**src/rtl/evflag_pkg.sv**
```systemverilog
package evflag_pkg;

    // Request seen by one channel in one cycle
    typedef struct packed {
        logic evt;   // hardware event on this channel
        logic rd;    // register read strobe
        logic wr;    // register write strobe
        logic wbit;  // this channel's bit of the write data
    } ch_req_t;

    // Stored state of one channel
    typedef struct packed {
        logic flag;
        logic armed;
    } ch_state_t;

    localparam ch_state_t CH_IDLE = '{flag: 1'b0, armed: 1'b0};

    // A clear happens only on an armed zero write with no event racing it
    function automatic logic clear_fires(ch_req_t r, ch_state_t s);
        return r.wr & s.armed & ~r.wbit & ~r.evt;
    endfunction

    function automatic ch_state_t step(ch_req_t r, ch_state_t s);
        ch_state_t n;
        logic      clr;
        clr = clear_fires(r, s);
        n   = s;
        if (r.evt) begin
            n.flag  = 1'b1;
            n.armed = 1'b0;
        end else if (clr) begin
            n.flag  = 1'b0;
            n.armed = 1'b0;
        end else if (r.rd && s.flag) begin
            n.armed = 1'b1;
        end
        return n;
    endfunction

endpackage

```
**src/rtl/evflag_cell.sv**
```systemverilog
module evflag_cell
    import evflag_pkg::*;
(
    input  logic clk,
    input  logic rst,
    input  logic evt,
    input  logic rd,
    input  logic wr,
    input  logic wbit,
    output logic flag,
    output logic armed
);

    ch_req_t   req;
    ch_state_t cur_q;
    ch_state_t nxt;

    always_comb begin
        req.evt  = evt;
        req.rd   = rd;
        req.wr   = wr;
        req.wbit = wbit;
        nxt      = step(req, cur_q);
    end

    always_ff @(posedge clk) begin
        if (rst) begin
            cur_q <= CH_IDLE;
        end else begin
            cur_q <= nxt;
        end
    end

    assign flag  = cur_q.flag;
    assign armed = cur_q.armed;

endmodule

```
**src/rtl/evflag_rdport.sv**
```systemverilog
module evflag_rdport #(
    parameter int N_CH   = 8,
    parameter int DATA_W = 32
) (
    input  logic              clk,
    input  logic              rst,
    input  logic              rd,
    input  logic [N_CH-1:0]   flags,
    output logic [DATA_W-1:0] rdata
);

    localparam int PAD_W = DATA_W - N_CH;

    logic [DATA_W-1:0] word;

    generate
        if (PAD_W > 0) begin : g_pad
            assign word = {{PAD_W{1'b0}}, flags};
        end else begin : g_nopad
            assign word = flags[DATA_W-1:0];
        end
    endgenerate

    always_ff @(posedge clk) begin
        if (rst) begin
            rdata <= '0;
        end else if (rd) begin
            rdata <= word;
        end
    end

endmodule

```
**src/rtl/evflag_regs.sv**
```systemverilog
module evflag_regs #(
    parameter int N_CH   = 8,
    parameter int DATA_W = 32
) (
    input  logic              clk,
    input  logic              rst,
    input  logic [N_CH-1:0]   evt_pulse,
    input  logic [N_CH-1:0]   irq_enable,
    input  logic              bus_rd,
    input  logic              bus_wr,
    input  logic [DATA_W-1:0] bus_wdata,
    output logic [DATA_W-1:0] bus_rdata,
    output logic [N_CH-1:0]   flag_view,
    output logic [N_CH-1:0]   irq_req
);

    logic [N_CH-1:0] flag_w;
    logic [N_CH-1:0] armed_w;

    generate
        for (genvar i = 0; i < N_CH; i++) begin : g_ch
            evflag_cell u_cell (
                .clk   (clk),
                .rst   (rst),
                .evt   (evt_pulse[i]),
                .rd    (bus_rd),
                .wr    (bus_wr),
                .wbit  (bus_wdata[i]),
                .flag  (flag_w[i]),
                .armed (armed_w[i])
            );
        end
    endgenerate

    evflag_rdport #(
        .N_CH   (N_CH),
        .DATA_W (DATA_W)
    ) u_rdport (
        .clk   (clk),
        .rst   (rst),
        .rd    (bus_rd),
        .flags (flag_w),
        .rdata (bus_rdata)
    );

    assign flag_view = flag_w;
    assign irq_req   = flag_w & irq_enable;

endmodule

```
**config.mk**
```make
export PLATFORM = sky130hd
export DESIGN_NAME = evflag_regs
export DESIGN_NICKNAME = d
export VERILOG_FILES = /design/src/rtl/evflag_pkg.sv /design/src/rtl/evflag_cell.sv /design/src/rtl/evflag_rdport.sv /design/src/rtl/evflag_regs.sv
export SDC_FILE = /design/constraint.sdc
export NUM_CORES = 1
export LEC_CHECK = 0
export BUFFER_PORTS_ARGS = -buffer_cell sky130_fd_sc_hd__buf_4
export CORE_MARGIN = 2
export CORE_UTILIZATION = 40
export DETAILED_ROUTE_END_ITERATION = 10
export HOLD_SLACK_MARGIN = 0.12
export PLACE_DENSITY = 0.8
export SLEW_MARGIN = 20
export SYNTH_ARGS = -nofsm -noshare
export SYNTH_HDL_FRONTEND = slang
export SYNTH_SLANG_ARGS = --single-unit
```
**constraint.sdc**
```tcl
create_clock -name clk -period 0.9 [get_ports clk]
set_clock_uncertainty 0.05 [all_clocks]
set_input_delay 0.18 -clock clk [delete_from_list [all_inputs] [get_ports clk]]
set_output_delay 0.18 -clock clk [all_outputs]
set_load 0.03 [all_outputs]
```
---- Word-level counts from Yosys, hierarchy flattened ----
Cells that the tools add are included.
storage, ports and cells
  bits in registers ....................... 24
  output and inout bits ................... 48
  word-level logic and storage cells ...... 114
operators by class
  muxes and demuxes ....................... 32
  bitwise operators ....................... 41
  reductions and logical operators ........ 24
operators with widths
  kind                 number
  $and A1 B1 Y1        24
  $mux W1              24
  $reduce_or A3 Y1     8
  $mux W2              8
  $not A1 Y1           16
  $reduce_bool A2 Y1   8
  $and A8 B8 Y8        1
  $logic_and A1 B1 Y1  8

---- Depth between registers and ports, before layout ----
Gate-level depths: netlist of the first run.
  depth in word-level cells ............... 5
  gate-level depth with buffers ........... 4
  gate-level depth less buffers ........... 2

---- By module ----
From an unflattened synthesis of the first run, not the netlist that was laid out.
unflattened totals
  cells, all modules ...................... 131
  area total of the unflattened synthesis .. 1300.0 µm²
by module, submodules not included
  module         instances  cells an instance  area an instance (µm²)  seq. area each (µm²)
  evflag_cell    8          9                  97.6                    40.0
  evflag_rdport  1          51                 469.2                   160.2
  evflag_regs    1          8                  50.0                    0.0

---- Worst setup path after synthesis of the first run ----
OpenSTA, ideal clock, no wires.
  path kind ............................... reg2out
  from .................................... register g_ch[2].u_cell.cur_q, in the netlist g_ch[2].u_cell.flag
  to ...................................... output port irq_req[2]
  arrival time ............................ 0.679 ns
  data required time ...................... 0.670 ns
  path slack .............................. -0.009 ns
  stages on the path, launching flop included .. 2
  path buffers ............................ 0
  cell sequence ........................... dfxtp_1 > and2_1
on the way
  longest elaborated chain between the ends .. 1
ends and longest elaborated chain
  item                      line               source
  start: declaration        evflag_cell.sv:15  ch_state_t cur_q;
  start signal: assignment  evflag_cell.sv:30  cur_q <= nxt;
  $and A8 B8 Y8             evflag_regs.sv:47  assign irq_req = flag_w & irq_enable;
  end: declaration          evflag_regs.sv:14  output logic [N_CH-1:0] irq_req
No other way between the ends.

---- Worst setup path in the final report of the first run ----
  from .................................... register g_ch[6].u_cell.cur_q, in the netlist g_ch[6].u_cell.flag
  to ...................................... output port irq_req[6]
on the way
  longest elaborated chain between the ends .. 1
ends and longest elaborated chain
  item                      line
  start: declaration        evflag_cell.sv:15
  start signal: assignment  evflag_cell.sv:30
  $and A8 B8 Y8             evflag_regs.sv:47
No other way between the ends.

==> results by group, run 1 <==
Outcome
  – Status: finished, violations left
  – Failing checks: negative setup slack

GRT
  – Remaining Overflow, GRT: 0
  – Vias in the first global route: 951
  – Largest net degree at the start of global routing: 26
  – Initial antenna violation count: 0
  – Total track usage: 15.3%
  – First-pass GRT wire length: between 4 and 5 mm

Route
  – Vias per inst: between 4 and 5
  – Drt wl/cell: about 13 um
  – Vias: 1114
  – Routed Antenna Nets: 0
  – DRC viols: 0
  – Routed WL: 3.26 mm
  – Pre-Repair DR Iteration Count: 4
  – DR iter-0 viols: 24

Placement
  – Dpl cells: between 200 and 250
  – Hpwl dp: between 1.5 and 2 mm
  – IO buf count: 51
  – Routability cong.: 0.732

Clock network
  – Worst-Skew Late Latency: 310 ps
  – Clock sink total: 24
  – Root Driver: clkbuf_4
  – Longest Clk Path Bufs: 2
  – H-tree levels: 1
  – Reg clk slew, reported paths: 140 ps
  – TritonCTS Buffers: 3
  – CTS tree: yes

Final layout
  – Non-filler cells, final: 246
  – Final core utilization: 64.6%
  – Share of post-route cells with drive strength above 1: 59.9%
  – Filler cell count: approximately 270
  – Multi-input logic area: about 670 um2
  – Register Area: ~510 um2
  – Final #Nets: 255
  – Diode count: 0
  – Area grow syn2layout: 51.8%

Synth
  – Sequential fraction of the synthesis area: between 30 and 40%
  – Async S/R FF share, synth: 0%
  – Synth top area share: ~36%
  – Top_reg_cell synth: dfxtp_1
  – Top cells by area, synth: dfxtp_1 36%, buf_4 19%, mux2i_1 6.1%
  – Yosys top cell by area: dfxtp_1
  – Synthesized instance count: 135
  – Library cells used by synthesis: 22
  – Post-synthesis cell area: between 0.001 and 0.0015 mm2
  – Ys Warns: 0
  – Flops & latches, synth: 24
  – Synth Area per Inst: between 9 and 10 um2
  – Post-synth EDFFs: 0

Floorplanning
  – Number of cell rows: 20
  – Die footprint: 0.00378 mm2
  – Core area: 0.00310 mm2
  – Chip height: 61.5 um
  – Initial Util: 42.6%
  – Ports: 100
  – Chip Width: 61.5 um

Worst setup path
  – Req. time, crit path: 670 ps
  – Worst setup EP type: primary output
  – CP Class: flip-flop to primary output
  – CP max FO: 3
  – Critical Path AT: 970 ps
  – R2r startpoint: g_ch[1].u_cell.flag
  – Critical Path Start: g_ch[6].u_cell.flag
  – CP Launch Type: flip-flop

Pwr
  – Power Dens Cells: 1300 mW/mm2
  – P_leak: 0.985 nW
  – Worst vdd ir: 0.000580 V
  – Power Total: roughly 2.6 mW

Timing
  – Period utilisation layout: 133%
  – Final setup fails: 31
  – Max-slew violations: 0
  – Worst setup margin: -300 ps
  – FMAX: 0.834 GHz
  – Endpoints failing hold: 0
  – RSZ-0062 raised after global routing: yes
  – Final min period: 1200 ps

Worst hold path
  – Worst Hold Class: input port to flip-flop
  – Hold path start: evt_pulse[2]

Job
  – Max Cap Violations: 0
-- worst max-delay path, stage by stage, from the launching register on --
cell and delay (ps):
dfxtp_2 380, and2_4 150, buf_6 120
-- metrics by stage --
stage                     cell area (um2)  setup TNS, ps  hold slack [ps]  setup WS (ps)
final                                2010          -5360             73.3           -300
after global routing                 2010          -6770             52.4           -347
after CTS                            1900          -5240              171           -284
after detailed placement             1560           -121              313          -49.2
after global placement               1560          -7.41              309          -5.51
after floorplan                      1410              0              200           14.3
-- cell usage in the layout (no fill, tap or decap), types with 2 or more instances in the layout --
cell / n
buf_4: 38
and4bb_1: 3
nor3_1: 5
dlymetal6s4s_1: 2
nor3_2: 2
nor2_1: 14
a21oi_2: 4
and3b_1: 7
and4bb_2: 4
dlygate4sd3_1: 5
conb_1: 24
and2_4: 8
nor4_2: 7
buf_6: 33
clkbuf_4: 3
mux2i_1: 8
dfxtp_2: 17
dfxtp_1: 5
a21oi_1: 4
dfxtp_4: 2
-- synthesized netlist by cell type, types with 2 or more instances --
cell type and count:
mux2i_1 8, dfxtp_1 24, nor3_1 6, nor4_1 3, and4bb_1 3, nor2_1 15
nor4_2 5, buf_4 33, and3b_1 7, and4bb_2 4, and2_1 8, a21oi_1 6
buf_6 3, a21oi_2 2
-- flip-flops by register name, summed over array words and instances, names as in the netlist --
signal,cells
g_ch.u_cell.armed,8
g_ch.u_cell.flag,8
u_rdport.rdata,8
-- final timing paths --
path / endpoint / slack (ps) / depth (start not counted)
worst max register to register: g_ch[1].u_cell.armed / -140 / 5
worst max-delay path: irq_req[6] / -300 / 2
worst min-delay path: g_ch[2].u_cell.armed / 70 / 3
worst min register to register: u_rdport.rdata[5] / 460 / 2
-- layout make-up --
class                   instances  share of cell area [%]
repair buffers                 78                    36.5
inverters                       1                   0.187
clock buffers                   4                    1.81
well taps                      44                    2.74
flip-flops and latches         24                    25.4
multi-input cells              95                    33.4
-- per-layer routing --
layer	routed length, um	global-route usage, %
met3	176	2.31
met1	1210	15.7
met4	10	5.47
met5	0	0
met2	1860	30.9
-- timing repair --
action	CTS	global route
hold buffers	8	1
endpoints found under the hold margin	16	3
setup endpoints to repair	26	37
pin swaps	7	10
setup buffers	11	8
gates resized for setup	53	20
-- cell families (layout without fill, tap and decap cells) --
kind of cell,after synthesis,count (layout),synth area share [%]
flip-flops,24,24,36.4
buffers and inverters,39,83,23.5
other,1,24,0.284
AO/OA/AOI/OAI,9,9,4.07
AND/OR/NAND/NOR,54,54,29.7
multiplexers,8,8,6.06
-- report_power, final --
group          internal [mW]  switching (mW)
combinational          0.400           0.466
sequential              1.13          0.0500
clock                  0.247           0.323
(Power assumes the default switching activity.)
==> inputs of run 2 (changes only) <==
--- a/config.mk
+++ b/config.mk
@@ -6,10 +6,10 @@
 export NUM_CORES = 1
 export LEC_CHECK = 0
-export BUFFER_PORTS_ARGS = -buffer_cell sky130_fd_sc_hd__buf_4
 export CORE_MARGIN = 2
-export CORE_UTILIZATION = 40
+export CORE_UTILIZATION = 55
 export DETAILED_ROUTE_END_ITERATION = 10
+export DONT_BUFFER_PORTS = 1
 export HOLD_SLACK_MARGIN = 0.12
-export PLACE_DENSITY = 0.8
+export PLACE_DENSITY = 0.7
 export SLEW_MARGIN = 20
 export SYNTH_ARGS = -nofsm -noshare
--- a/constraint.sdc
+++ b/constraint.sdc
@@ -3,3 +3,3 @@
 set_input_delay 0.18 -clock clk [delete_from_list [all_inputs] [get_ports clk]]
 set_output_delay 0.18 -clock clk [all_outputs]
-set_load 0.03 [all_outputs]
+set_load 0.05 [all_outputs]
==> results by group, run 2 (synthesized netlist as in run 1, its figures left out) <==
Clock network
  – TritonCTS Buffers: 3 (unchanged)
  – CTS tree: yes
  – Clock sink total: 24 (unchanged)
  – Longest Clk Path Bufs: 2 (unchanged)
  – Root Driver: clkbuf_4
  – Hold buffer count at cts: 8 (unchanged)
  – H-tree levels: 1 (unchanged)
  – Worst-Skew Late Latency: 300 ps (about the same)
  – Reg clk slew, reported paths: 130 ps (about the same)

Floorplanning
  – Die footprint: 0.00281 mm2 (-26%)
  – Number of cell rows: 17 (-15%)
  – Chip Width: 53.0 um (-14%)
  – Initial Util: 59.2% (+17 points)
  – Ports: 100 (unchanged)
  – Core area: 0.00223 mm2 (-28%)
  – Chip height: 53.0 um (-14%)

Worst setup path
  – CP Class: flip-flop to primary output
  – CP cell instances: and2_4
  – CP max FO: 4 (+1)
  – CP Launch Type: flip-flop
  – Critical Path AT: 950 ps (-20 ps)
  – Max incr delay on CP: 400 ps (+20 ps)
  – Crit path buffers/inverters: 0 (-1)
  – Slowest cell on crit path: dfxtp_4
  – Req. time, crit path: 670 ps (about the same)
  – Cell family with most CP delay: flip-flops
  – Worst setup EP type: primary output

Final layout
  – Most frequent cells in the layout: 24 x conb_1, 14 x nor2_1, 12 x dfxtp_2
  – Filler cell count: 145 (-46%)
  – Most common cell after layout, fill and taps aside: conb_1
  – Share of post-route cells with drive strength above 1: 51.2% (-8.7 points)
  – Diode count: 0 (unchanged)
  – Multi-input logic area: 703 um2 (+5.0%)
  – Register Area: 514 um2 (+0.98%)
  – Final #Nets: 216 (-15%)
  – Area grow syn2layout: 35.0%

Route
  – Drt wl/cell: 15.9 um (+20%)
  – Routed WL: 3.02 mm (-7.2%)
  – DR iter-0 viols: 8 (-67%)
  – Routed Antenna Nets: 0 (unchanged)
  – Pre-Repair DR Iteration Count: 4 (unchanged)
  – Vias: 995 (-11%)
  – Vias per inst: 5.24 (+16%)
  – DRC viols: 0 (unchanged)

Pwr
  – P_leak: 0.805 nW (-18%)
  – Power Dens Cells: 1450 mW/mm2 (+11%)
  – Worst vdd ir: 0.00106 V (+83%)
  – Power Total: 2.58 mW (-1.4%)

Timing
  – Total negative setup slack: -4890 ps (+474 ps)
  – RSZ-0062 raised after global routing: yes
  – Worst hold slack: -130 ps (-203 ps)
  – Final setup fails: 30 (-3.2%)
  – Final min period: 1180 ps (-24.3 ps)
  – Period utilisation layout: 131% (-2.7 points)
  – FMAX: 0.851 GHz (+2.1%)
  – Max-slew violations: 0 (unchanged)
  – Worst setup margin: -275 ps (+24.3 ps)
  – Endpoints failing hold: 24 (+24)

Placement
  – IO buf count: 0 (-100%)
  – Routability cong.: 0.568 (-22%)
  – Hpwl dp: 1.92 mm (+3.4%)

GRT
  – Initial antenna violation count: 0 (unchanged)
  – Total track usage: 21.2% (+5.8 points)
  – First-pass GRT wire length: 4.33 mm (+2.8%)
  – Largest net degree at the start of global routing: 26 (unchanged)
  – Remaining Overflow, GRT: 0 (unchanged)
  – Vias in the first global route: 948 (-0.32%)

Worst hold path
  – Worst Hold Class: input port to flip-flop

Outcome
  – Status: finished, violations left
  – Failing checks: negative hold slack, negative setup slack

Job
  – Max Cap Violations: 0 (unchanged)
## run 2: changes by cell type in the layout (fill, tap and decap cells not counted), moves of 3 or more
cell     before  now
buf_4        38    9
buf_6        33    6
buf_12        0    9
buf_8         0    7
dfxtp_2      17   12
dfxtp_4       2    5
## run 2: timing repair
item                                    in CTS  in global routing
endpoints found under the setup margin      26                 36
gates resized for setup                     36                 22
buffers inserted                             5                  4
pin swaps                                    9                 13
endpoints found under the hold margin       24                 24
## run 2: power by group
part / switching [mW] / leakage, nW / internal [mW]
logic: 0.579 / 0.587 / 0.347
clock network: 0.308 / 0.0138 / 0.156
registers: 0.0644 / 0.204 / 1.12
## run 2: worst paths after layout
check,slack (ps),start,cells past startpoint,end
worst max register to register,-80,g_ch[7].u_cell.flag,3,g_ch[7].u_cell.armed
worst min register to register,460,g_ch[2].u_cell.armed,2,g_ch[2].u_cell.armed
worst min-delay path,-130,rst,1,g_ch[6].u_cell.flag
worst max-delay path,-280,g_ch[5].u_cell.flag,1,irq_req[5]
## run 2: layout make-up
| cell class | count | area share [%] |
|---|---|---|
| Multi-Input combinational cell | 95 | 39.4 |
| Clock buffer | 3 | 1.26 |
| Tap cell | 28 | 1.96 |
| Sequential cell | 24 | 28.8 |
| Timing Repair Buffer | 39 | 28.3 |
| Inverter | 1 | 0.210 |
## run 2: per-stage QoR
stage               setup slack [ps]  area, um2  std cells  hold WS (ps)  utilization [%]
detailed placement             -27.8       1440        171           200             64.6
finish                          -275       1780        190          -130             79.9
floorplan                      -13.7       1430        158           200                -
CTS                             -280       1680        187          -142             75.2
global placement               -11.0       1440        171           198             64.6
global route                    -312       1780        190          -160             79.9
## run 2: metal layers
layer	GRT usage, %	wire (um)	vias to the layer above
met5	0	0	-
met4	8.97	44	0
met3	1.41	219	4
met2	42.1	1710	55
met1	22.4	1050	475
li1	-	-	461
==> inputs of run 3 (changes only) <==
==> constraint.sdc (replaced) <==
create_clock -name clk -period 0.9 [get_ports clk]
set_clock_uncertainty 0.05 [all_clocks]
set_input_delay 0 -clock clk [delete_from_list [all_inputs] [get_ports clk]]
set_output_delay 0 -clock clk [all_outputs]
set_load 0.05 [all_outputs]
==> results by group, run 3 (synthesized netlist as in run 1, its figures left out) <==
Outcome
  – Status: finished, violations left
  – Failing checks: negative hold slack, negative setup slack

Pwr
  – Net Sw Frac: 35.5% (-1.4 points)
  – Psw: 963 uW (+1.2%)
  – P_leak: 0.840 nW (+4.3%)
  – Internal: 1.75 mW (+7.6%)
  – Logic gate share of total power: 36.0% (about the same)
  – Power Total: 2.71 mW (+5.3%)
  – Clk pwr share: 20.4% (+2.4 points)
  – Power Dens Cells: 1460 mW/mm2 (+1.3%)
  – Reg power frac: 43.6% (-2.5 points)
  – Worst vdd ir: 0.00104 V (-2.4%)

Floorplanning
  – Ports: 100 (unchanged)
  – Die footprint: 0.00281 mm2 (unchanged)
  – Chip height: 53.0 um (unchanged)
  – Chip Width: 53.0 um (unchanged)
  – Core area: 0.00223 mm2 (unchanged)
  – Initial Util: 59.2% (unchanged)
  – Number of cell rows: 17 (unchanged)

Placement
  – Hpwl dp: 1.77 mm (-8.1%)
  – Routability cong.: 0.558 (-1.7%)
  – Pre-CTS setup slack: 52.5 ps (+80.3 ps)
  – Dpl cells: 172 (+0.58%)
  – IO buf count: 0 (unchanged)

Final layout
  – Non-filler cells, final: 197 (+3.7%)
  – Final core utilization: 83.0% (+3.1 points)
  – Share of post-route cells with drive strength above 1: 52.1% (+0.84 points)
  – Area grow syn2layout: 40.3%
  – Diode count: 0 (unchanged)
  – Most common cell after layout, fill and taps aside: conb_1
  – Final #Nets: 222 (+2.8%)
  – Most frequent cells in the layout: 24 x conb_1, 15 x nor2_1, 13 x dfxtp_2

Timing
  – Endpoints failing hold: 24 (unchanged)
  – FMAX: 0.973 GHz (+14%)
  – Final min period: 1030 ps (-147 ps)
  – Period utilisation layout: 114% (-16 points)
  – RSZ-0062 raised after global routing: yes
  – Worst setup margin: -128 ps (+147 ps)
  – Final setup fails: 19 (-37%)
  – Max-slew violations: 0 (unchanged)
  – Worst hold slack: -311 ps (-181 ps)

GRT
  – Largest net degree at the start of global routing: 26 (unchanged)
  – Total track usage: 19.6% (-1.6 points)
  – Initial antenna violation count: 0 (unchanged)
  – Vias in the first global route: 969 (+2.2%)
  – Remaining Overflow, GRT: 0 (unchanged)
  – First-pass GRT wire length: 4.08 mm (-5.6%)

Clock network
  – Root Driver: clkbuf_4
  – H-tree levels: 1 (unchanged)
  – CTS tree: yes
  – Clock sink total: 24 (unchanged)
  – Longest Clk Path Bufs: 2 (unchanged)
  – Hold buffer count at cts: 8 (unchanged)
  – Worst-Skew Late Latency: 300 ps (about the same)
  – Reg clk slew, reported paths: 130 ps (about the same)
  – TritonCTS Buffers: 3 (unchanged)

Worst setup path
  – CP Launch Type: flip-flop
  – CP Class: flip-flop to primary output
  – Worst setup EP type: primary output
  – Critical Path AT: 980 ps (+30 ps)
  – Req. time, crit path: 850 ps (+180 ps)
  – CP max FO: 4 (unchanged)
  – R2R cell count: 4 (+1)

Route
  – Routed Antenna Nets: 0 (unchanged)
  – Drt wl/cell: 16.1 um (+1.4%)
  – Vias: 1019 (+2.4%)
  – DR iter-0 viols: 8 (unchanged)
  – Pre-Repair DR Iteration Count: 3 (-1)
  – Vias per inst: 5.17 (-1.2%)
  – DRC viols: 0 (unchanged)
  – Routed WL: 3.18 mm (+5.1%)

Worst hold path
  – Worst Hold Class: input port to flip-flop
  – Hold path cells: 1 (unchanged)

Job
  – Max Cap Violations: 0 (unchanged)
[run 3: cell types whose count changed in the layout (fill, tap and decap cells not counted), sizes merged]
cell,delta
buf,+6
clkbuf,+1
dlygate4sd3,+2
dlymetal6s4s,-2
[run 3: power by group through the flow]
stage,logic (mW),registers [mW],clock network [mW]
finish,0.978,1.18,0.554
global route,1.01,1.19,0.602
CTS,0.864,1.17,0.578
detailed placement,0.737,1.20,0
global placement,0.728,1.19,0
floorplan,0.671,1.26,0
[run 3: metrics by stage]
| stage | cell area [um2] | setup TNS [ps] |
|---|---|---|
| finish | 1850 | -1700 |
| global route | 1850 | -2490 |
| CTS | 1680 | -1060 |
| detailed placement | 1430 | 0 |
| global placement | 1430 | 0 |
| floorplan | 1420 | 0 |
[run 3: routing by layer]
metal	track usage, %	up-vias	routed length (um)
li1	-	477	-
met1	20.6	482	1120
met2	39.4	52	1770
met3	3.11	8	210
met4	5.13	0	76
met5	0	-	0
[run 3: repair_timing]
| action | CTS | global route |
|---|---|---|
| setup buffers | 9 | 4 |
| gates resized for setup | 27 | 34 |
| hold endpoints to repair | 24 | 24 |
| endpoints found under the setup margin | 20 | 36 |
| pin swaps | 1 | 5 |
[run 3: worst max-delay path, stage by stage, from the launching register on]
cell	delay, ps
dfxtp_4	400
and2_4	150
buf_12	130
[run 3: final timing paths]
check / slack (ps) / startpoint / endpoint
worst max-delay path: -130 / g_ch[5].u_cell.flag / irq_req[5]
worst min-delay path: -310 / rst / u_rdport.rdata[6]
worst max register to register: -120 / g_ch[2].u_cell.flag / u_rdport.rdata[2]
worst min register to register: 470 / u_rdport.rdata[7] / u_rdport.rdata[7]
[run 3: final cells by class]
type | instances | area (um2)
well taps | 28 | 35.0
inverters | 1 | 3.75
flip-flops and latches | 24 | 515
fillers | 136 | 379
clock buffers | 4 | 36.3
multi-input cells | 95 | 683
repair buffers | 45 | 581
